**src/rtl/ocmp_pkg.sv**
```systemverilog
package ocmp_pkg;
  localparam int MODE_W = 4;

  localparam logic [MODE_W-1:0] OM_OFF     = 4'b0000;
  localparam logic [MODE_W-1:0] OM_TOGGLE  = 4'b0010;
  localparam logic [MODE_W-1:0] OM_SET     = 4'b1000;
  localparam logic [MODE_W-1:0] OM_CLR     = 4'b1001;
  localparam logic [MODE_W-1:0] OM_FLAG    = 4'b1010;
  localparam logic [MODE_W-1:0] OM_SPECIAL = 4'b1011;

  // Modes that act on a compare match.
  function automatic logic is_cmp_mode(input logic [MODE_W-1:0] m);
    return (m == OM_TOGGLE) || (m == OM_SET) || (m == OM_CLR) ||
           (m == OM_FLAG) || (m == OM_SPECIAL);
  endfunction

  // Modes in which the unit owns the pin.
  function automatic logic is_drive_mode(input logic [MODE_W-1:0] m);
    return (m == OM_TOGGLE) || (m == OM_SET) || (m == OM_CLR) ||
           (m == OM_SPECIAL);
  endfunction
endpackage

```
**src/rtl/ocmp_match.sv**
```systemverilog
module ocmp_match #(
  parameter int TW = 16
) (
  input  logic          clk,
  input  logic          rst,
  input  logic [TW-1:0] tmr_a,
  input  logic [TW-1:0] tmr_b,
  input  logic          tmr_sel,
  input  logic [TW-1:0] cmp_val,
  output logic          first_eq
);
  logic [TW-1:0] tsel;
  logic          eq;
  logic          eq_q;

  assign tsel     = tmr_sel ? tmr_b : tmr_a;
  assign eq       = (tsel == cmp_val);
  assign first_eq = eq & ~eq_q;

  always_ff @(posedge clk) begin
    if (rst) eq_q <= 1'b0;
    else     eq_q <= eq;
  end

  // equality that persists across edges yields a single first cycle.
  p_single_first_r10: assert property (@(posedge clk) disable iff (rst)
    first_eq |=> !first_eq);
endmodule

```
**src/rtl/ocmp_mode_track.sv**
```systemverilog
module ocmp_mode_track
  import ocmp_pkg::*;
(
  input  logic              clk,
  input  logic              rst,
  input  logic [MODE_W-1:0] mode,
  output logic              entry,
  output logic              cmp_mode,
  output logic              drive_mode
);
  logic [MODE_W-1:0] mode_q;

  assign entry      = (mode != mode_q);
  assign cmp_mode   = is_cmp_mode(mode);
  assign drive_mode = is_drive_mode(mode);

  always_ff @(posedge clk) begin
    if (rst) mode_q <= OM_OFF;
    else     mode_q <= mode;
  end
endmodule

```
**src/rtl/ocmp_action.sv**
```systemverilog
module ocmp_action
  import ocmp_pkg::*;
#(
  parameter int UNIT_IDX = 0
) (
  input  logic              clk,
  input  logic              rst,
  input  logic [MODE_W-1:0] mode,
  input  logic              entry,
  input  logic              cmp_mode,
  input  logic              drive_mode,
  input  logic              first_eq,
  input  logic              flag_clr,
  output logic              pin_o,
  output logic              pin_oe,
  output logic              flag_o,
  output logic              tmr_rst_o,
  output logic              adc_go_o
);
  logic hit;
  logic special_hit;
  logic live_q;

  assign hit         = first_eq & ~entry & cmp_mode;
  assign special_hit = hit & (mode == OM_SPECIAL);

  always_ff @(posedge clk) begin
    if (rst) begin
      pin_o     <= 1'b0;
      pin_oe    <= 1'b0;
      flag_o    <= 1'b0;
      tmr_rst_o <= 1'b0;
      live_q    <= 1'b0;
    end else begin
      live_q    <= 1'b1;
      pin_oe    <= drive_mode;
      tmr_rst_o <= special_hit;
      if (mode == OM_OFF) begin
        pin_o  <= 1'b0;
        flag_o <= 1'b0;
      end else begin
        if (entry) begin
          pin_o <= (mode == OM_CLR);
        end else if (hit) begin
          case (mode)
            OM_TOGGLE: pin_o <= ~pin_o;
            OM_SET:    pin_o <= 1'b1;
            OM_CLR:    pin_o <= 1'b0;
            default:   pin_o <= pin_o;
          endcase
        end
        if (hit)           flag_o <= 1'b1;
        else if (flag_clr) flag_o <= 1'b0;
      end
    end
  end

  generate
    if (UNIT_IDX == 1) begin : g_adc
      always_ff @(posedge clk) begin
        if (rst) adc_go_o <= 1'b0;
        else     adc_go_o <= special_hit;
      end
    end else begin : g_no_adc
      assign adc_go_o = 1'b0;
    end
  endgenerate

  // the timer-reset request never lasts two cycles.
  p_rst_pulse_r5: assert property (@(posedge clk) disable iff (rst)
    tmr_rst_o |=> !tmr_rst_o);
  // a conversion start only accompanies a timer-reset request.
  p_adc_with_rst_r5: assert property (@(posedge clk) disable iff (rst)
    adc_go_o |-> tmr_rst_o);
  // a special-event pulse always comes with the flag raised.
  p_rst_sets_flag_r9: assert property (@(posedge clk) disable iff (rst)
    tmr_rst_o |-> flag_o);
  // flag holds while no clear and the unit is enabled.
  p_flag_sticky_r9: assert property (@(posedge clk) disable iff (rst)
    (live_q && $past(flag_o) && !$past(flag_clr) && $past(mode) != OM_OFF) |-> flag_o);
  // pin moves only on entry, match, or disable.
  p_pin_quiet_r1: assert property (@(posedge clk) disable iff (rst)
    (live_q && !$past(entry) && !$past(first_eq) && $past(mode) != OM_OFF) |-> $stable(pin_o));
  // released pin is never driven high by the non-driving flag mode.
  p_flag_mode_low_r4: assert property (@(posedge clk) disable iff (rst)
    (live_q && $past(mode) == OM_FLAG) |-> (!pin_oe && !pin_o));
endmodule

```
**src/rtl/ocmp_unit.sv**
```systemverilog
module ocmp_unit
  import ocmp_pkg::*;
#(
  parameter int TW       = 16,
  parameter int UNIT_IDX = 1
) (
  input  logic              clk,
  input  logic              rst,
  input  logic [MODE_W-1:0] mode,
  input  logic [TW-1:0]     cmp_val,
  input  logic [TW-1:0]     tmr_a,
  input  logic [TW-1:0]     tmr_b,
  input  logic              tmr_sel,
  input  logic              flag_clr,
  output logic              pin_o,
  output logic              pin_oe,
  output logic              flag_o,
  output logic              tmr_rst_o,
  output logic              adc_go_o
);
  logic first_eq;
  logic entry;
  logic cmp_mode;
  logic drive_mode;

  ocmp_match #(.TW(TW)) u_match (
    .clk      (clk),
    .rst      (rst),
    .tmr_a    (tmr_a),
    .tmr_b    (tmr_b),
    .tmr_sel  (tmr_sel),
    .cmp_val  (cmp_val),
    .first_eq (first_eq)
  );

  ocmp_mode_track u_mode (
    .clk        (clk),
    .rst        (rst),
    .mode       (mode),
    .entry      (entry),
    .cmp_mode   (cmp_mode),
    .drive_mode (drive_mode)
  );

  ocmp_action #(.UNIT_IDX(UNIT_IDX)) u_action (
    .clk        (clk),
    .rst        (rst),
    .mode       (mode),
    .entry      (entry),
    .cmp_mode   (cmp_mode),
    .drive_mode (drive_mode),
    .first_eq   (first_eq),
    .flag_clr   (flag_clr),
    .pin_o      (pin_o),
    .pin_oe     (pin_oe),
    .flag_o     (flag_o),
    .tmr_rst_o  (tmr_rst_o),
    .adc_go_o   (adc_go_o)
  );

  // a disabled unit leaves the pin released one edge later.
  p_off_release_r6: assert property (@(posedge clk) disable iff (rst)
    (mode == OM_OFF) |=> (!pin_oe && !pin_o && !flag_o));
endmodule

```
**config.mk**
```make
export PLATFORM = sky130hd
export DESIGN_NAME = ocmp_unit
export DESIGN_NICKNAME = d
export VERILOG_FILES = /design/src/rtl/ocmp_pkg.sv /design/src/rtl/ocmp_match.sv /design/src/rtl/ocmp_mode_track.sv /design/src/rtl/ocmp_action.sv /design/src/rtl/ocmp_unit.sv
export SDC_FILE = /design/constraint.sdc
export NUM_CORES = 1
export LEC_CHECK = 0
export ABC_AREA = 1
export BUFFER_PORTS_ARGS = -buffer_cell sky130_fd_sc_hd__buf_2
export CAP_MARGIN = 25
export CORE_AREA = 2 2 51 53
export CTS_BUF_LIST = sky130_fd_sc_hd__clkbuf_16
export DETAILED_ROUTE_END_ITERATION = 16
export DIE_AREA = 0 0 53 55
export PLACE_DENSITY = 0.77
export RECOVER_POWER = 100
export SLEW_MARGIN = 20
export SYNTH_ARGS = -nofsm -noshare
export SYNTH_HDL_FRONTEND = slang
export SYNTH_SLANG_ARGS = --single-unit
```
**constraint.sdc**
```tcl
create_clock -name clk -period 1.65 [get_ports clk]
set_input_delay 0.0825 -clock clk [delete_from_list [all_inputs] [get_ports clk]]
set_output_delay 0.0825 -clock clk [all_outputs]
set_load 0.005 [all_outputs]
```
After elaboration in Yosys (flattened, before gate mapping)
Cells that the tools add are included.
- $lt $le $gt $ge: 0
- reductions and logical operators: 11
- eq/ne operators: 7
- divide/modulo/power cells: 0
- $add $sub $neg: 0
- bitwise logic cells: 7
- multipliers: 0
- shift operators: 0
- mux-type cells: 6
- operator list (operator ; count):
    == test 16 bit ; 1
    == test 4 bit, second input constant ; 4
    2-to-1 mux 16 bit ; 1
    logical OR 1 bit ; 5
    AND 1 bit ; 4
    == test 4 x 2 -> 1 bit, second input constant ; 1
    zero test 4 bit ; 1
    2-to-1 mux 1 bit ; 4
    inequality test 4 bit ; 1
    nonzero test 2 bit ; 2
    nonzero test 4 bit ; 1
    inverter 1 bit ; 3
    case mux 1 bit (3 select lines) ; 1
    AND reduction 2 bit ; 1
    OR reduction 2 bit ; 1
- RAM bits: 0
- ROM bits: 0
- register bits: 9
- bits in latches: 0
- memories kept: 0

Longest topological paths before layout
Gate-level depths: netlist (run 1).
- word-level depth: 8
- depth in mapped cells: 15
- depth with buffers taken out: 15

Hierarchy
A second synthesis (run 1) with hierarchy kept.
- cells, all modules: 225
- area total of the unflattened synthesis: 1093.5 µm²
- by module, submodules not included (module ; cells each ; instances ; area each (µm²) ; sequential area each (µm²)):
    ocmp_match ; 146 ; 1 ; 643.1 ; 20.0
    ocmp_action ; 43 ; 1 ; 240.2 ; 80.1
    ocmp_mode_track ; 36 ; 1 ; 210.2 ; 80.1

Worst setup path after synthesis (run 1)
OpenSTA, ideal clock, no wires.
- path type: input-to-reg
- from: input tmr_sel
- to: register u_action.pin_o
- data arrival time: 1.130 ns
- path buffers: 2
- path slack: 0.411 ns
- required time: 1.541 ns
- stages on the path: 14
- library setup time: 0.109 ns
- cell sequence: buf_6 > buf_12 > o21ai_0 > nand2_1 > nand2_1 > nand2_1 > nor2_1 > nand2_1 > nor2_2 > nand3_1 > nand2_1 > nand3_1 > nand2_1 > inv_1
- cells in the longest elaborated chain, start to end: 7
- ends and longest elaborated chain (item ; RTL line ; RTL):
    start, declared ; ocmp_unit.sv:13 ; input logic tmr_sel,
    2-to-1 mux 16 bit ; ocmp_match.sv:16 ; assign tsel = tmr_sel ? tmr_b : tmr_a;
    == test 16 bit ; ocmp_match.sv:17 ; assign eq = (tsel == cmp_val);
    AND 1 bit ; ocmp_match.sv:18 ; assign first_eq = eq & ~eq_q;
    AND 1 bit (2 in series) ; ocmp_action.sv:24 ; assign hit = first_eq & ~entry & cmp_mode;
    nonzero test 2 bit (no line) ; - ;
    AND reduction 2 bit (no line) ; - ;
    end signal, assigned ; ocmp_action.sv:43 ; pin_o <= (mode == OM_CLR);
    end signal, assigned ; ocmp_action.sv:46 ; OM_TOGGLE: pin_o <= ~pin_o;
    end signal, assigned ; ocmp_action.sv:49 ; default: pin_o <= pin_o;
    end, declared ; ocmp_action.sv:14 ; output logic pin_o,
No other way between the ends.
A chain may end at the register's enable or synchronous reset.

Worst setup path after layout (run 1)
- from: register u_mode.mode_q[3]
- to: register u_action.pin_o
- cells in the longest elaborated chain, start to end: 6
- elaborated cells between the ends (all ways): 8
- classes of those cells: 1 x eq/ne; 1 x mux; 3 x bitwise; 3 x reduce/logical
- ends and longest elaborated chain (item ; RTL line ; RTL):
    start, declared ; ocmp_mode_track.sv:11 ; logic [MODE_W-1:0] mode_q;
    start signal, assigned ; ocmp_mode_track.sv:19 ; else mode_q <= mode;
    inequality test 4 bit * ; ocmp_mode_track.sv:13 ; assign entry = (mode != mode_q);
    inverter 1 bit ; ocmp_action.sv:24 ;
    AND 1 bit (2 in series) ; ocmp_action.sv:24 ;
    nonzero test 2 bit (no line) ; - ;
    AND reduction 2 bit (no line) ; - ;
Every way passes the cells marked *; elsewhere a longest branch is shown, timed or not.

==> results.cfg, run 1 <==
[floorplan]
coreArea_um2 = 2360
die_y_um = 55
io_pins = 61
rows = 18
die_w_um = 53
dieArea_um2 = 2920
start_util_pct = 40.5

[critical_path]
critPathTopFamily = simple AND/OR/NAND/NOR gates
critPathCaptureType = register
max_stage_delay_ns = 0.31
path_cells = xnor2_1 -> nand4_1 -> nor3_1 -> nand3_1 -> nand2_1 -> nand3_1 -> nand2_1 -> inv_1
worstSetupPathType = reg -> reg
crit_path_top_delay_cell = nor3_1
critPathLaunchType = register
critPathBufInv = 1
cp_data_required_time_ns = 1.78
cp_max_fo = 4
crit_arrival_ns = 1.56

[yosys]
synth-seq-cells = 9
netlist_instances = 180
syn-cell-area_um2 = 957
synthTopCellsByArea = nand2_1 36%, dfxtp_1 19%, inv_1 8.6%
synth_area_per_cell_um2 = 5.32
ys_types = 18
yosysWarnings = 0
yosysTopAreaCell = nand2_1
synth_top_area_share_pct = 36.5
postSynthNetCount = 236
yosysSeqAreaShare_pct = 18.8

[sta]
fin_crit_ns = 1.42
fmax_mhz = 704
hold_slack_ns = 0.102
setup_viol = 0
hold_viol_final = 0
setup_slack_ns = 0.230
rsz0062_at_grt = no
slew_headroom_pct = 75.6
maxSlewViolCount = 0
post-route-period-util_pct = 86.1
worst_pin_slew_ns = 0.363
finalSetupTns_ns = 0
skew_ns = 0.00162

[route]
firstDrtPassIters = 4
ant_nets = 0
wl_per_cell_um = 8.45
drt_iter0_drc = 10
via_per_inst = 4.45
vias = 1205
drc = 0
wl_mm = 2.29

[global_route]
grt_pass1_vias = 969
grtUsageTotal_pct = 17.3
overflow = 0
grt_antenna_before_repair = 0
grt_pass1_wl_mm = 3.73
grt_max_degree = 17

[place]
io_buffers = 60
place_ws_ns = 0.0889
dp.cells = 267
post-dp-hpwl_mm = 1.91
routabilityCongestion = 0.841

[cts]
hold_buffers = 0
cts_tree = done
clkSinkCount = 9
path_clk_slew_ns = 0.04
cts.repair.resized = 0
post_cts_buffers = 0
cts_root_buf = clkbuf_16
clockBufferDepth = 2
h-tree-depth = 1
clock_latency_ns = 0.24
numCtsBuffers = 3

[job]
cap_viol_max_count = 0

[layout]
fillers = 270
drive_gt1_share_pct = 24.9
n_antenna_cell = 0
final_nets = 298
final_util_pct = 55.9
final_cells = 271
area_delta_synth_final_pct = 38.0

[outcome]
status = finished, final reports clean

[worst_hold_path]
worstHoldPathType = in -> reg

[pwr]
max-vdd-ir-drop_mv = 0.563
p_per_area_nw_per_um2 = 658
leakage_nw = 0.807
==> through the flow <==
step / area [um^2] / power (W)
5_1_grt: 1320 / 0.000926
3_3_place_gp: 1260 / 0.000450
3_5_place_dp: 1260 / 0.000452
4_1_cts: 1340 / 0.000886
6_report: 1320 / 0.000870
2_1_floorplan: 957 / 0.000366
==> metal layers <==
layer	wire (um)	track usage (%)	vias up
met5	0	0	-
met4	43	8.97	0
met3	196	2.96	5
met2	1050	30.8	50
met1	1000	19.9	477
li1	-	-	673
==> cells by family (layout without fill, tap and decap cells) <==
| logic type | after synthesis | in the layout | synth area share (%) |
|---|---|---|---|
| flip-flops | 9 | 9 | 18.8 |
| AND/OR/NAND/NOR | 133 | 133 | 59.7 |
| XOR/XNOR | 4 | 4 | 3.66 |
| AO/OA/AOI/OAI | 7 | 7 | 3.92 |
| buffers and inverters | 27 | 88 | 13.9 |
==> Yosys cell counts, drive strengths merged <==
cell type,instances
a21oi,1
buf,4
dfxtp,9
inv,23
nand2,93
nand3,10
nand3b,11
nand4,2
nor2,14
nor3,2
nor4,1
o211ai,1
o21ai,5
xnor2,4
==> sequential cells by signal (all words and copies together), names as in the netlist <==
register,count
u_action.flag_o,1
u_action.adc_go_o,1
u_action.pin_o,1
u_mode.mode_q,4
u_match.eq_q,1
u_action.pin_oe,1
==> tightest hold or removal path, delay by kind of cell <==
| family | cells | cell delay (ns) |
|---|---|---|
| and+or+nand+nor | 1 | 0.04 |
| AOI/OAI and AO/OA | 1 | 0.05 |
| buffers and inverters | 2 | 0.11 |
==> path summary, 6_finish.rpt <==
kind / start / to / slack, ns / cells after the start
max: u_mode.mode_q[3]$_SDFF_PP0_ / u_action.pin_o$_SDFFE_PP0P_ / 0.23 / 8
min: flag_clr / u_action.flag_o$_SDFFE_PP0P_ / 0.10 / 4
max reg2reg: u_mode.mode_q[3]$_SDFF_PP0_ / u_action.pin_o$_SDFFE_PP0P_ / 0.23 / 8
min reg2reg: u_action.flag_o$_SDFFE_PP0P_ / u_action.flag_o$_SDFFE_PP0P_ / 0.46 / 2
==> placed cells by master, fill, tap and decap left out, drive strengths merged <==
cell type	n
nand2	93
buf	55
inv	24
nor2	14
nand3b	11
nand3	10
dfxtp	9
clkbuf	9
o21ai	5
xnor2	4
nand4	2
nor3	2
o211ai	1
a21oi	1
nor4	1
==> where the power goes <==
part | total, W | internal (W) | leakage (nW) | switching (W)
Combinational | 0.000216 | 0.000104 | 0.691 | 0.000112
Clock | 0.000424 | 0.000317 | 0.0423 | 0.000108
Sequential | 0.000229 | 0.000226 | 0.0738 | 0.00000307
Total | 0.000870 | 0.000647 | 0.807 | 0.000223
==> cell type report <==
type                            count  area (um^2)  area share [%]
Tap cell                           30         37.5            2.84
Clock buffer                        3         75.1            5.68
Inverter                           23         86.3            6.53
Multi-Input combinational cell    144          638            48.3
Timing Repair Buffer               61          300            22.7
Sequential cell                     9          180            13.6
Clock inverter                      1         3.75           0.284
Note: power is estimated with default switching activity, not from simulation.
==> run 2, diff against run 1 <==
- CORE_AREA: 2 2 51 53 -> 2 2 54 56
- DIE_AREA: 0 0 53 55 -> 0 0 56 58
- PLACE_DENSITY: 0.77 -> 0.73
- clock period: 1.65 -> 1.26 ns (I/O delays scaled with it)
==> run 2 against run 1 <==
Net effect: the flow now finishes with violations (setup timing); maximum frequency increased by 12%; core utilization decreased by 4.1 points; power increased by 32%; first-iteration DRC count increased by 130%; via count increased by 2.8%; hold slack got worse by 0.017 ns; register-to-register slack got worse by 0.23 ns; critical path depth unchanged; sequential share of layout area decreased by 0.56 points; final cell count increased by 2.2%.
==> results.cfg, run 2 (synthesis results as in run 1) <==
[layout]
mostFrequentLayoutCells = 93 x nand2_1, 57 x buf_2, 23 x inv_1
regMostFlops = u_mode.mode_q
fin_area_um2 = 1380
layout_commonest_cell = nand2_1
final_cells = 277
fillers = 305
n_antenna_cell = 0
drive_gt1_share_pct = 28.5
largest_reg_flops = 4
final_nets = 303
area_delta_synth_final_pct = 43.9

[route]
wl_mm = 2.31
wl_per_cell_um = 8.34
drt_iter0_drc = 23
drc = 0
firstDrtPassIters = 4
vias = 1239
ant_nets = 0
via_per_inst = 4.47

[sta]
rsz0062_at_grt = yes
hold_slack_ns = 0.0848
setup_viol = 1
slew_headroom_pct = 78.0
setup_slack_ns = -0.00386
skew_ns = 0.00354
worst_pin_slew_ns = 0.326
fin_crit_ns = 1.26
hold_viol_final = 0
finalSetupTns_ns = -0.00386
maxSlewViolCount = 0
fmax_mhz = 791
post-route-period-util_pct = 100

[critical_path]
r2r_start = u_mode.mode_q[1]$_SDFF_PP0_
r2r_slack_ns = -0.004
path_cells = xnor2_1 -> nand4_1 -> nor3_2 -> nand3_1 -> nand2_1 -> nand3_1 -> nand2_1 -> inv_1
cp_data_required_time_ns = 1.39
crit_arrival_ns = 1.40
worstSetupPathType = reg -> reg
max_stage_delay_ns = 0.30
critPathCaptureType = register
crit_path_top_delay_cell = dfxtp_1
cp_max_fo = 3
critPathLaunchType = register
crit_path_start = u_mode.mode_q[1]$_SDFF_PP0_

[cts]
hold_buffers = 0
post_cts_buffers = 0
numCtsBuffers = 3
clkSinkCount = 9
path_clk_slew_ns = 0.04
cts_tree = done
clock_latency_ns = 0.24
cts_root_buf = clkbuf_16
clockBufferDepth = 2
h-tree-depth = 1

[outcome]
failed_checks = setup timing
status = complete, but fails checks

[global_route]
grt_max_degree = 17
overflow = 0
grtUsageTotal_pct = 15.4
grt_pass1_wl_mm = 4.04
grt_pass1_vias = 1072
grt_antenna_before_repair = 0

[place]
post-dp-hpwl_mm = 1.96
io_buffers = 60
place_ws_ns = -0.211
dp.cells = 273
routabilityCongestion = 0.773
placed_cell_area_um2 = 1290

[pwr]
p_per_area_nw_per_um2 = 836
max-vdd-ir-drop_mv = 1.15
leakage_nw = 0.839

[floorplan]
die_w_um = 56
die_y_um = 58
rows = 19
coreArea_um2 = 2660
start_util_pct = 35.9
io_pins = 61
dieArea_um2 = 3250

[worst_hold_path]
worstHoldPathType = in -> reg
min_from = flag_clr

[job]
cap_viol_max_count = 0
run 2: layout make-up:
type                    count  area, um^2  area share (%)
clock buffers               3        75.1            5.45
clock inverters             1        3.75           0.272
inverters                  23        88.8            6.45
multi-input cells         144         649            47.1
flip-flops and latches      9         180            13.1
well taps                  31        38.8            2.82
repair buffers             66         342            24.8
run 2: power breakdown:
group          leakage, nW  total [W]  internal (W)  switching, W
clock network       0.0423   0.000555      0.000415      0.000141
registers           0.0738   0.000299      0.000296    0.00000377
logic                0.723   0.000297      0.000146      0.000151
run 2: what timing repair did:
| item | CTS | global route |
|---|---|---|
| resized for setup | 1 | 2 |
| pin swaps | 0 | 0 |
| setup endpoints to repair | 3 | 3 |
| hold endpoints to repair | 0 | 0 |
run 2: stage by stage:
stage,util [%],power [W]
after CTS,51.8,0.00116
after floorplan,-,0.000480
after global placement,48.6,0.000599
after detailed placement,48.6,0.000601
final,51.7,0.00115
after global routing,51.7,0.00122
run 2: critical path, delay by kind of cell (launching register included):
kind / cells / cell delay, ns
xor gates and xnor gates: 1 / 0.16
buffers and inverters: 1 / 0.03
and+or+nand+nor: 6 / 0.66
DFF: 1 / 0.30
run 2: worst paths after layout:
check / to / depth (start not counted)
setup / recovery: u_action.pin_o$_SDFFE_PP0P_ / 8
hold / removal: u_action.flag_o$_SDFFE_PP0P_ / 4
setup reg to reg: u_action.pin_o$_SDFFE_PP0P_ / 8
hold reg to reg: u_action.flag_o$_SDFFE_PP0P_ / 2
run 2: per-layer routing:
layer / up-vias / share of wire, % / wire [um] / track usage [%]
met4: 0 / 2.3 / 54 / 9.18
met3: 4 / 7.7 / 178 / 1.79
met2: 47 / 45 / 1030 / 25.9
met5: - / 0 / 0 / 0
li1: 683 / - / - / -
met1: 505 / 45 / 1050 / 19.1
==> run 3, diff against run 2 <==
- ABC_AREA: 1 -> unset
- CORE_AREA: 2 2 54 56 -> 2 2 51 53
- DIE_AREA: 0 0 56 58 -> 0 0 53 55
==> run 3 against run 2 <==
Net effect: the flow still finishes with violations (setup timing); first-iteration DRC count down 70%; sequential share of layout area about the same; sequential power about the same; critical endpoint is now u_action.flag_o$_SDFFE_PP0P_; highest routed layer unchanged.
==> results.cfg, run 3 <==
[outcome]
status = complete, but fails checks
failed_checks = setup timing

[yosys]
synth_flop_cell = dfxtp_1
ys_types = 28
synth-edff-count = 0
netlist_instances = 92
yosysTopAreaCell = dfxtp_1
synth_common_cells = 17 x xnor2_1, 16 x mux2i_1, 9 x dfxtp_1, 7 x nand2_1
synth_most_common_cell = xnor2_1
syn-cell-area_um2 = 811
async_reset_ff_share_pct = 0
yosysSeqAreaShare_pct = 22.2
synth_area_per_cell_um2 = 8.81
synth-seq-cells = 9
postSynthNetCount = 148
synthTopCellsByArea = dfxtp_1 22%, mux2i_1 20%, xnor2_1 18%
synth_top_area_share_pct = 22.2
yosysWarnings = 0

[critical_path]
critPathBufInv = 3
worstSetupPathType = in -> reg
max_stage_delay_ns = 0.30
critPathTopFamily = simple AND/OR/NAND/NOR gates
cp_data_required_time_ns = 1.44
critPathLaunchType = input port
critPathCaptureType = register
crit_arrival_ns = 1.58
cp_max_fo = 7
crit_path_top_delay_cell = nor4_1
r2r_start = u_mode.mode_q[1]$_SDFF_PP0_
crit_path_start = tmr_sel
path_cells = buf_8 -> buf_16 -> mux2i_1 -> xnor2_1 -> nor4_1 -> buf_4 -> nand4_4 -> o32ai_1 -> and2_1

[route]
drc = 0
wl_mm = 2.33
drt_iter0_drc = 7
ant_nets = 0
wl_per_cell_um = 12.1
via_per_inst = 4.77
firstDrtPassIters = 4
vias = 915

[floorplan]
dieArea_um2 = 2920
die_y_um = 55
rows = 18
io_pins = 61
start_util_pct = 34.3
die_w_um = 53
coreArea_um2 = 2360

[pwr]
swShare_pct = 24.4
max-vdd-ir-drop_mv = 0.568
pwr-share-clk_pct = 45.5
p_int_w = 0.000909
pwr-share-comb_pct = 29.6
power.switching_w = 0.000293
leakage_nw = 0.661
p_seq_share_pct = 24.9
p_per_area_nw_per_um2 = 876

[sta]
rsz0062_at_grt = yes
fin_crit_ns = 1.40
setup_slack_ns = -0.141
slew_headroom_pct = 77.4
finalSetupTns_ns = -0.308
setup_viol = 3
hold_viol_final = 0
worst_pin_slew_ns = 0.335
fmax_mhz = 714
maxSlewViolCount = 0
skew_ns = 0.00282
post-route-period-util_pct = 111

[place]
routabilityCongestion = 0.836
post-dp-hpwl_mm = 1.91
dp.cells = 187
io_buffers = 60
place_ws_ns = -0.436

[global_route]
grt_pass1_wl_mm = 3.68
grt-busiest-layer = met2
use_met3_pct = 4.30
grt_max_degree = 9
grt_pass1_vias = 933
use_met2_pct = 33.1
grtUsageMet1_pct = 18.3
grtUsageTotal_pct = 17.6
overflow = 0
grt_antenna_before_repair = 0

[cts]
clkSinkCount = 9
post_cts_buffers = 0
path_clk_slew_ns = 0.04
cts_root_buf = clkbuf_16
clock_latency_ns = 0.23
hold_buffers = 0
clockBufferDepth = 2
cts_tree = done
numCtsBuffers = 3
h-tree-depth = 1

[layout]
drive_gt1_share_pct = 50.6
largest_reg_flops = 4
final_cells = 192
regMostFlops = u_mode.mode_q
final_nets = 219
n_antenna_cell = 0
layout_commonest_cell = buf_2
mostFrequentLayoutCells = 59 x buf_2, 16 x xnor2_1, 15 x mux2i_1
area_delta_synth_final_pct = 69.3
fillers = 230

[worst_hold_path]
min_from = rst
worstHoldPathType = in -> reg

[job]
cap_viol_max_count = 0
-- run 3: changes by cell type in the layout (fill, tap and decap cells not counted), sizes merged, moves of 5 or more --
cell	previous run	this run
buf	62	69
inv	24	2
mux2i	0	16
nand2	93	7
nand3	10	2
nand3b	11	1
nor2	14	5
nor2b	0	5
nor4	1	6
xnor2	4	17
-- run 3: what timing repair did --
item / in CTS / in global routing
gates resized for setup: 8 / 5
gates cloned: 1 / 0
setup endpoints to repair: 4 / 4
pin swaps: 3 / 3
-- run 3: final timing paths --
path	end	slack, ns	cells after the start
setup / recovery	u_action.flag_o$_SDFFE_PP0P_	-0.14	9
hold / removal	u_mode.mode_q[3]$_SDFF_PP0_	0.11	2
setup reg to reg	u_action.flag_o$_SDFFE_PP0P_	-0.06	5
hold reg to reg	u_action.pin_o$_SDFFE_PP0P_	0.56	2
-- run 3: layer usage --
metal,vias to the layer above,share of wire (%)
li1,462,-
met1,394,40
met2,54,49
met3,5,9.1
met4,0,1.8
met5,-,0
-- run 3: area by class of cell --
type / instances / area, um^2 / share of cell area [%]
inverters: 1 / 3.75 / 0.273
clock buffers: 3 / 75.1 / 5.47
flip-flops and latches: 9 / 180 / 13.1
well taps: 30 / 37.5 / 2.73
clock inverters: 1 / 3.75 / 0.273
repair buffers: 71 / 430 / 31.4
multi-input cells: 77 / 642 / 46.8
-- run 3: kinds of logic after synthesis --
group | after synthesis | share of synthesized area [%]
buffers and inverters | 6 | 6.17
multiplexers | 16 | 19.8
XOR/XNOR | 20 | 21.6
AO/OA/AOI/OAI | 6 | 5.40
flip-flops | 9 | 22.2
AND/OR/NAND/NOR | 35 | 24.8
-- run 3: power by group through the flow --
| stage | Sequential (W) | Clock (W) | Combinational [W] |
|---|---|---|---|
| 4_1_cts | 0.000299 | 0.000559 | 0.000342 |
| 3_5_place_dp | 0.000304 | 0 | 0.000313 |
| 2_1_floorplan | 0.000304 | 0 | 0.000175 |
| 6_report | 0.000299 | 0.000547 | 0.000356 |
| 3_3_place_gp | 0.000304 | 0 | 0.000304 |
| 5_1_grt | 0.000300 | 0.000580 | 0.000387 |
-- run 3: through the flow --
step                      utilization [%]  power, W  instance area, um^2  hold WS (ns)
after floorplan                         -  0.000479                  820         0.135
after global placement               50.8  0.000607                 1200         0.337
after detailed placement             50.8  0.000617                 1200         0.344
after CTS                            56.9   0.00120                 1350        0.0999
after global routing                 58.0   0.00127                 1370         0.122
final                                58.0   0.00120                 1370         0.112
